===== src/rtl/stk_pkg.sv =====
package stk_pkg;
  localparam int ADDR_W = 16;
  localparam int DATA_W = 8;
  localparam int SLOT_W = 3;

  typedef enum logic [2:0] {
    K_PUSH, K_POP, K_CALL, K_SKIP, K_RET, K_RST, K_JP
  } kind_t;

  typedef enum logic [2:0] {
    A_IDLE, A_RD_LO, A_RD_HI, A_WR_HI, A_WR_LO
  } act_t;
endpackage


===== src/rtl/stk_decode.sv =====
module stk_decode
  import stk_pkg::*;
(
  input  logic [DATA_W-1:0] opcode,
  input  logic              cond_ok,
  output logic              valid,
  output kind_t             kind,
  output logic [1:0]        pair_code
);
  always_comb begin
    valid     = 1'b1;
    kind      = K_SKIP;
    pair_code = opcode[5:4] + 2'd1;
    casez (opcode)
      8'b11??0101: kind = K_PUSH;
      8'b11??0001: kind = K_POP;
      8'hCD:       kind = K_CALL;
      8'b110??100: kind = cond_ok ? K_CALL : K_SKIP;
      8'hC9:       kind = K_RET;
      8'b11???111: kind = K_RST;
      8'hC3:       kind = K_JP;
      8'b110??010: kind = cond_ok ? K_JP : K_SKIP;
      default:     valid = 1'b0;
    endcase
  end
endmodule


===== src/rtl/stk_slot_timer.sv =====
module stk_slot_timer #(
  parameter int SLOT_CYCLES = 4,
  parameter int SLOT_W      = 3
) (
  input  logic              clk,
  input  logic              rst_n,
  input  logic              load,
  input  logic              run,
  output logic              ph_first,
  output logic              ph_last,
  output logic [SLOT_W-1:0] slot
);
  localparam int PH_W = (SLOT_CYCLES > 1) ? $clog2(SLOT_CYCLES) : 1;
  localparam logic [PH_W-1:0] PH_END = PH_W'(SLOT_CYCLES - 1);

  logic [PH_W-1:0]   ph_q, ph_d;
  logic [SLOT_W-1:0] slot_q, slot_d;

  assign ph_first = (ph_q == '0);
  assign ph_last  = (ph_q == PH_END);
  assign slot     = slot_q;

  always_comb begin
    ph_d   = ph_q;
    slot_d = slot_q;
    if (load) begin
      ph_d   = '0;
      slot_d = '0;
    end else if (run) begin
      if (ph_last) begin
        ph_d   = '0;
        slot_d = slot_q + 1'b1;
      end else begin
        ph_d = ph_q + 1'b1;
      end
    end
  end

  always_ff @(posedge clk or negedge rst_n) begin
    if (!rst_n) begin
      ph_q   <= '0;
      slot_q <= '0;
    end else begin
      ph_q   <= ph_d;
      slot_q <= slot_d;
    end
  end
endmodule


===== src/rtl/stk_slot_plan.sv =====
module stk_slot_plan
  import stk_pkg::*;
(
  input  kind_t             kind,
  input  logic [SLOT_W-1:0] slot,
  output act_t              act,
  output logic              last_slot
);
  logic [SLOT_W-1:0] n_slots;
  logic              reads, writes;

  always_comb begin
    unique case (kind)
      K_PUSH:  n_slots = SLOT_W'(4);
      K_POP:   n_slots = SLOT_W'(3);
      K_CALL:  n_slots = SLOT_W'(6);
      K_SKIP:  n_slots = SLOT_W'(3);
      default: n_slots = SLOT_W'(4);
    endcase
    reads  = (kind == K_POP) || (kind == K_CALL) || (kind == K_RET) || (kind == K_JP);
    writes = (kind == K_PUSH) || (kind == K_CALL) || (kind == K_RST);
    last_slot = (slot == n_slots - 1'b1);
    act = A_IDLE;
    if (reads && slot == SLOT_W'(1))
      act = A_RD_LO;
    else if (reads && slot == SLOT_W'(2))
      act = A_RD_HI;
    else if (writes && slot == n_slots - SLOT_W'(2))
      act = A_WR_HI;
    else if (writes && last_slot)
      act = A_WR_LO;
  end
endmodule


===== src/rtl/stk_xfer_seq.sv =====
module stk_xfer_seq
  import stk_pkg::*;
#(
  parameter int SLOT_CYCLES = 4
) (
  input  logic               clk,
  input  logic               rst_n,
  input  logic               start,
  input  logic [7:0]         opcode,
  input  logic               cond_ok,
  input  logic [15:0]        pc_in,
  input  logic [15:0]        sp_in,
  input  logic [15:0]        pair_in,
  input  logic [7:0]         bus_rd_data,
  output logic               busy,
  output logic               done,
  output logic               bus_rd,
  output logic               bus_wr,
  output logic [15:0]        bus_addr,
  output logic [7:0]         bus_wr_data,
  output logic [15:0]        pc_out,
  output logic [15:0]        sp_out,
  output logic [15:0]        pair_out,
  output logic [1:0]         pair_sel,
  output logic               pair_load
);
  logic [1:0] rsync_q;
  logic       rst_n_i;

  always_ff @(posedge clk or negedge rst_n) begin
    if (!rst_n) rsync_q <= 2'b00;
    else        rsync_q <= {rsync_q[0], 1'b1};
  end
  assign rst_n_i = rsync_q[1];

  logic              dec_valid;
  kind_t             dec_kind;
  logic [1:0]        dec_pair;
  logic              ph_first, ph_last, last_slot;
  logic [SLOT_W-1:0] slot;
  act_t              act;

  logic              busy_q, busy_d;
  kind_t             kind_q, kind_d;
  logic [1:0]        sel_q, sel_d;
  logic [DATA_W-1:0] op_q, op_d, lo_q, lo_d, hi_q, hi_d;
  logic [ADDR_W-1:0] pc_q, pc_d, sp_q, sp_d, val_q, val_d;

  logic launch, finish, strobe;
  logic [ADDR_W-1:0] rd_base, push_val;

  stk_decode u_dec (
    .opcode(opcode), .cond_ok(cond_ok),
    .valid(dec_valid), .kind(dec_kind), .pair_code(dec_pair)
  );

  stk_slot_timer #(.SLOT_CYCLES(SLOT_CYCLES), .SLOT_W(SLOT_W)) u_tmr (
    .clk(clk), .rst_n(rst_n_i), .load(launch), .run(busy_q),
    .ph_first(ph_first), .ph_last(ph_last), .slot(slot)
  );

  stk_slot_plan u_plan (
    .kind(kind_q), .slot(slot), .act(act), .last_slot(last_slot)
  );

  assign launch = start && !busy_q && dec_valid;
  assign finish = busy_q && ph_last && last_slot;
  assign strobe = busy_q && ph_first && (act != A_IDLE);

  always_comb begin
    busy_d = busy_q;
    kind_d = kind_q;
    sel_d  = sel_q;
    op_d   = op_q;
    pc_d   = pc_q;
    sp_d   = sp_q;
    val_d  = val_q;
    lo_d   = lo_q;
    hi_d   = hi_q;
    if (launch) begin
      busy_d = 1'b1;
      kind_d = dec_kind;
      sel_d  = dec_pair;
      op_d   = opcode;
      pc_d   = pc_in;
      sp_d   = sp_in;
      val_d  = pair_in;
    end else if (finish) begin
      busy_d = 1'b0;
    end
    if (strobe && act == A_RD_LO) lo_d = bus_rd_data;
    if (strobe && act == A_RD_HI) hi_d = bus_rd_data;
  end

  always_ff @(posedge clk or negedge rst_n_i) begin
    if (!rst_n_i) begin
      busy_q <= 1'b0;
      kind_q <= K_PUSH;
      sel_q  <= '0;
      op_q   <= '0;
      pc_q   <= '0;
      sp_q   <= '0;
      val_q  <= '0;
      lo_q   <= '0;
      hi_q   <= '0;
    end else begin
      busy_q <= busy_d;
      kind_q <= kind_d;
      sel_q  <= sel_d;
      op_q   <= op_d;
      pc_q   <= pc_d;
      sp_q   <= sp_d;
      val_q  <= val_d;
      lo_q   <= lo_d;
      hi_q   <= hi_d;
    end
  end

  // Bus side: stack reads use SP, operand reads use the bytes after the opcode.
  always_comb begin
    rd_base = ((kind_q == K_POP) || (kind_q == K_RET)) ? sp_q : pc_q + 16'd1;
    unique case (kind_q)
      K_CALL:  push_val = pc_q + 16'd3;
      K_RST:   push_val = pc_q + 16'd1;
      default: push_val = val_q;
    endcase
    bus_addr    = '0;
    bus_wr_data = '0;
    unique case (act)
      A_RD_LO: bus_addr = rd_base;
      A_RD_HI: bus_addr = rd_base + 16'd1;
      A_WR_HI: begin bus_addr = sp_q - 16'd1; bus_wr_data = push_val[15:8]; end
      A_WR_LO: begin bus_addr = sp_q - 16'd2; bus_wr_data = push_val[7:0];  end
      default: ;
    endcase
  end

  assign bus_rd = strobe && ((act == A_RD_LO) || (act == A_RD_HI));
  assign bus_wr = strobe && ((act == A_WR_HI) || (act == A_WR_LO));

  // Results, valid with done.
  always_comb begin
    unique case (kind_q)
      K_CALL, K_JP, K_RET: pc_out = {hi_q, lo_q};
      K_RST:               pc_out = {8'h00, op_q ^ 8'hC7};
      K_SKIP:              pc_out = pc_q + 16'd3;
      default:             pc_out = pc_q + 16'd1;
    endcase
    unique case (kind_q)
      K_PUSH, K_CALL, K_RST: sp_out = sp_q - 16'd2;
      K_POP, K_RET:          sp_out = sp_q + 16'd2;
      default:               sp_out = sp_q;
    endcase
  end

  assign pair_out  = {hi_q, (sel_q == 2'd0) ? (lo_q & 8'hF0) : lo_q};
  assign pair_sel  = sel_q;
  assign pair_load = finish && (kind_q == K_POP);
  assign busy      = busy_q;
  assign done      = finish;
endmodule


===== config.mk =====
export PLATFORM = sky130hd
export DESIGN_NAME = stk_xfer_seq
export DESIGN_NICKNAME = d
export VERILOG_FILES = /design/src/rtl/stk_pkg.sv /design/src/rtl/stk_decode.sv /design/src/rtl/stk_slot_timer.sv /design/src/rtl/stk_slot_plan.sv /design/src/rtl/stk_xfer_seq.sv
export SDC_FILE = /design/constraint.sdc
export NUM_CORES = 1
export LEC_CHECK = 0
export BUFFER_PORTS_ARGS = -buffer_cell sky130_fd_sc_hd__buf_2
export CAP_MARGIN = 20
export CORE_ASPECT_RATIO = 0.6
export CORE_MARGIN = 3
export CORE_UTILIZATION = 45
export DETAILED_ROUTE_END_ITERATION = 8
export PLACE_DENSITY = 0.68
export SLEW_MARGIN = 30
export SYNTH_ARGS = -nofsm -noshare
export SYNTH_HDL_FRONTEND = slang
export SYNTH_SLANG_ARGS = --single-unit

===== constraint.sdc =====
create_clock -name clk -period 5.49 [get_ports clk]
set_clock_uncertainty 0.15 [all_clocks]
set_input_delay 1.647 -clock clk [delete_from_list [all_inputs] [get_ports clk]]
set_output_delay 1.647 -clock clk [all_outputs]
set_load 0.01 [all_outputs]

## Word-level counts from Yosys, hierarchy flattened

Cells that the tools add are included.

- Register bits after elaboration: 85
- Bits of input ports: 68
- Output and inout port bits: 79

- Add/sub/neg operators: 11
- Equal/unequal tests: 23
- Muxes and demuxes: 24
- Bitwise gates (word level): 1
- Reduce and logical (&&, ||, !) cells: 37

Operators with widths:

| cell | number |
|---|---|
| 16-bit case mux with 2 select lines | 2 |
| 16-bit case mux with 4 select lines | 1 |
| 16-bit case mux with 3 select lines | 1 |
| 16-bit by 1-bit adder with 16-bit output (second input constant) | 2 |
| 16-bit by 2-bit adder with 16-bit output (second input constant) | 2 |
| 6-bit == test (second input constant) | 4 |
| 8-bit == test (second input constant) | 3 |
| 3-bit two-way mux | 8 |
| 3-bit case mux with 8 select lines | 1 |
| 16-bit two-way mux | 1 |
| 8-bit case mux with 2 select lines | 1 |
| 16-bit by 1-bit subtractor with 16-bit output (second input constant) | 1 |
| 16-bit by 2-bit subtractor with 16-bit output (second input constant) | 1 |
| 3-bit by 2-bit == test with 1-bit output (second input constant) | 5 |
| 1-bit logical AND | 15 |
| 3-bit == test (second input constant) | 4 |
| 3-bit by 1-bit == test with 1-bit output (second input constant) | 3 |
| 1-bit logical OR | 8 |
| 8-bit OR reduction | 1 |
| 3-bit == test | 2 |
| 2-bit two-way mux | 3 |
| 3-bit case mux with 2 select lines | 1 |
| 2-bit nonzero test | 3 |
| 3-bit OR reduction | 2 |
| 15 further kinds | 21 |

## Longest topological paths before layout

- Depth after elaboration: 13
- Gate-level depth with buffers: 13

## By module

Synthesis repeated with hierarchy kept, for this count alone.

- Cells, all modules: 1074
- Area, all modules: 7669.9 sq um

Modules (own cells, without submodules):

| module | times used | cells each | area an instance (sq um) | sequential area each (sq um) |
|---|---|---|---|---|
| stk_xfer_seq | 1 | 991 | 7023.0 | 2001.9 |
| stk_slot_timer | 1 | 26 | 284.0 | 125.1 |
| stk_slot_plan | 1 | 30 | 183.9 | 0.0 |
| stk_decode | 1 | 27 | 178.9 | 0.0 |

## Worst setup path before layout

Ideal clock, no wire load.

- Kind: register to output
- From: register kind_q[2]
- To: output port bus_addr[12]
- Arrival time: 2.594 ns
- Path slack: 1.099 ns
- Stages on the path, launching flop included: 14
- Path buffers: 5
- Cell sequence: dfrtp_1 -> buf_2 -> nor2b_1 -> buf_2 -> o21ai_1 -> buf_2 -> buf_2 -> buf_2 -> a21oi_1 -> ha_1 -> o21ai_1 -> nor4_2 -> xnor2_1 -> o221ai_1

- Longest elaborated chain between the ends: 12
- Elaborated cells between the ends (all ways): 34
- Classes of those cells: 3 x add/sub; 12 x eq/ne; 7 x mux; 12 x reduce/logical

RTL lines:

| what | line | RTL |
|---|---|---|
| from (decl) | stk_xfer_seq.sv:44 | `kind_t kind_q, kind_d;` |
| from (signal assigned) | stk_xfer_seq.sv:108 | `kind_q <= kind_d;` |
| 3-bit by 1-bit == test with 1-bit output or 3-bit by 2-bit == test with 1-bit output (tied branches) | stk_slot_plan.sv:13, stk_slot_plan.sv:20, stk_xfer_seq.sv:121 |  |
| 2-bit OR reduction (no line) | n/a |  |
| 3-bit case mux with 2 select lines | stk_slot_plan.sv:13 | `unique case (kind)` |
| 3-bit by 1-bit subtractor with 3-bit output | stk_slot_plan.sv:22 | `last_slot = (slot == n_slots - 1'b1);` |
| 3-bit == test | stk_slot_plan.sv:22 |  |
| 1-bit logical AND | stk_slot_plan.sv:30 | `else if (writes && last_slot)` |
| 3-bit two-way mux | stk_slot_plan.sv:30 |  |
| 3-bit two-way mux | stk_slot_plan.sv:28 | `else if (writes && slot == n_slots - SLOT_W'(2))` |
| 3-bit two-way mux | stk_slot_plan.sv:26 | `else if (reads && slot == SLOT_W'(2))` |
| 3-bit two-way mux | stk_slot_plan.sv:24 | `if (reads && slot == SLOT_W'(1))` |
| 3-bit == test (tied with other cells) | stk_xfer_seq.sv:129 | `unique case (act)` |
| 16-bit case mux with 4 select lines * | stk_xfer_seq.sv:129 |  |
| to (decl) | stk_xfer_seq.sv:19 | `output logic [15:0] bus_addr,` |

Mark *: on every way between the ends. The rest lies on a longest branch, timed or not.

## Worst setup path in the final report

- From: register pc_q[0]
- To: output port bus_addr[10]

- Longest elaborated chain between the ends: 4

RTL lines:

| what | line | RTL |
|---|---|---|
| from (decl) | stk_xfer_seq.sv:47 | `logic [ADDR_W-1:0] pc_q, pc_d, sp_q, sp_d, val_q, val_d;` |
| from (signal assigned) | stk_xfer_seq.sv:111 | `pc_q <= pc_d;` |
| 16-bit by 1-bit adder with 16-bit output * | stk_xfer_seq.sv:121 | `rd_base = ((kind_q == K_POP) \|\| (kind_q == K_RET)) ? sp_q : pc_q + 16'd1;` |
| 16-bit two-way mux * | stk_xfer_seq.sv:121 |  |
| 16-bit by 1-bit adder with 16-bit output | stk_xfer_seq.sv:131 | `A_RD_HI: bus_addr = rd_base + 16'd1;` |
| 16-bit case mux with 4 select lines * | stk_xfer_seq.sv:129 |  |

Marks and branches as above.

==> metrics.yaml <==
status:
  status: "finished clean"
setup_path:
  cp_max_fo: 12
  critPathMaxStageDelay_ps: 590
  crit_family: "simple AND/OR/NAND/NOR gates"
  path_cells: "ha_1 -> nand4_2 -> nor3_1 -> xnor2_1 -> a211o_1 -> nor3_1 -> a2bb2oi_1 -> o22ai_1 -> buf_2"
  worstPathArrival_ps: 3460
  critPathMostFrequentCell: "nor3_1"
  crit_slowest_cell: "dfrtp_1"
  cp-start-kind: "flop"
  cp.required_ps: 3690
  cp-end-kind: "output port"
  cp_num_buf_inv: 1
  crit_type: "reg2out"
placed_design:
  io_buffers: 146
  hpwl_um: 19200
  routabilityCongestion: 0.975
  dpl_cell_area_um2: 8040
floorplanning:
  start_util_pct: 47.7
  pin_count: 147
  die_h_um: 104
  die_w_um: 169
  coreArea_um2: 15000
  dieArea_um2: 17500
  num_rows: 34
synthesis:
  yosysSeqAreaShare_pct: 29.8
  yosysTopAreaCell: "dfrtp_1"
  yosys-top-cells-area: "dfrtp_1, mux2_2, nand2_1"
  ys_dominant_reg_cell: "dfrtp_1"
  synth.distinct_cells: 79
  netlist_instances: 875
  yosysTopAreaCellShare_pct: 29.8
  syn_area_per_cell_um2: 8.16
  netlist_area_um2: 7140
  ys_seq_elements: 85
  synth-edff-count: 0
  synth_nets: 956
  yosys_warnings: 0
  async_reset_ff_share_pct: 100
sta:
  setup_tns_ps: 0
  final-hold-violation-count: 0
  setup_viol: 0
  finalCritPeriodShare_pct: 95.8
  rsz0062_at_grt: "false"
  min_period_ps: 5260
  fmax_mhz: 190
  worstMarginPinSlew_ps: 887
  slew_headroom_pct: 40.4
  drv_slew: 0
finish:
  finalCoreUtilization_pct: 56.0
  layout_commonest_cell: "buf_2"
  layout_common_cells: "buf_2, nand2_1, dfrtp_1"
  synthToLayoutAreaGrowth_pct: 17.4
  antenna_cells: 0
  fin_area_um2: 8380
  final_nets: 1065
  drive_above_1_share_pct: 27.8
grt:
  top_usage_layer: "met1"
  use_met2_pct: 35.7
  met3_usage_pct: 9.17
  grt_use_total_pct: 28.1
  grt_pass1_wl_um: 39100
  grt_max_degree: 70
  use_met1_pct: 45.6
  grt_pass1_vias: 6670
  gr-total-overflow: 0
  antenna_found_initial: 1
route:
  drt_pass1_iterations: 7
  drtAntennaViolNets: 0
  viasPerCell: 6.35
  dr_total_vias: 7536
  drc_errors: 0
  drtIter0Drc: 947
  wl_per_cell_um: 21.5
  wl_um: 25500
clocking:
  clk_latency_ps: 340
  cts_root_buffer: "clkbuf_16"
  htreeDepth: 3
  clk_pin_slew_worst_paths_ps: 70
  ctsHoldBuffers: 0
  cts.path.max_buffers: 2
  cts_resized: 0
  cts_setup_buffers: 0
  cts_tree: "yes"
  cts_buffers: 9
  cts_num_sinks: 85
pwr:
  pwr_density_cell_nw_per_um2: 644
  ir_worst_vdd_mv: 0.351
  leakage_nw: 3.65
min_path:
  hold_path_class: "reg2async"
flow_run:
  drv_cap: 0
## cells in the mapped netlist (11+ instances only)
library cell  count
xnor2_1          37
buf_1            14
dfrtp_1          85
ha_1             13
a22oi_1          11
a21oi_1          50
nand3_1          22
nand2_1          89
o221ai_1         16
o21ai_0          66
inv_1            27
buf_2            12
nor2b_1          13
xor2_1           28
nor2_1           76
mux2_2           62
clkbuf_1         43
nor4_1           15
nor3_1           26
## cell families after synthesis
family	after synthesis	share of synthesized area, %
other	1	0.0525
adder cells (fa/ha/maj)	13	2.28
flip-flops	85	29.8
XOR/XNOR	67	8.59
multiplexers	71	11.0
AND/OR/NAND/NOR	295	20.5
AO/OA/AOI/OAI	239	21.7
buffers and inverters	104	5.99
## per-stage QoR
step	setup WS (ps)	power (W)	hold WS, ps	cells
after global routing	1.25	0.00573	101	1187
after CTS	324	0.00529	85.8	1186
after global placement	791	0.00457	184	1168
final	233	0.00540	74.3	1187
after floorplan	1100	0.00344	181	875
after detailed placement	726	0.00458	79.9	1170
## cell type report
class / count / area, µm²
well taps: 198 / 248
clock inverters: 6 / 96.3
multi-input cells: 686 / 4600
fillers: 1411 / 6590
clock buffers: 10 / 229
inverters: 29 / 109
flip-flops and latches: 85 / 2130
repair buffers: 173 / 971
## where the power goes
part / total [W] / switching [W] / internal (W) / leakage, nW
clock network: 0.000693 / 0.000288 / 0.000406 / 0.155
registers: 0.00149 / 0.000581 / 0.000909 / 1.04
logic: 0.00321 / 0.00193 / 0.00128 / 2.46
## routing by layer
metal / wire length (µm) / vias to the layer above
met2: 9680 / 496
li1: - / 3376
met5: 0 / -
met1: 11800 / 3631
met3: 3660 / 33
met4: 321 / 0
## sequential cells by signal (all words and copies together), names as in the netlist
signal and cells:
busy 1, hi_q 8, kind_q 3, lo_q 8, op_q 8, pair_sel 2, pc_q 16, rsync_q 2
sp_q 16, u_tmr.ph_q 2, u_tmr.slot 3, val_q 16
## worst paths after layout
check / depth (start not counted) / slack, ps / from / to
max in group asynchronous: 1 / 4160 / rst_n / rsync_q[1]
min in group clk: 0 / 200 / rsync_q[0] / rsync_q[1]
max reg2reg: 7 / 2200 / kind_q[0] / lo_q[0]
min reg2reg: 0 / 70 / rsync_q[1] / pair_sel[1]
min: 0 / 70 / rsync_q[1] / pair_sel[1]
max: 9 / 230 / pc_q[0] / bus_addr[10]
(Power assumes the default switching activity.)
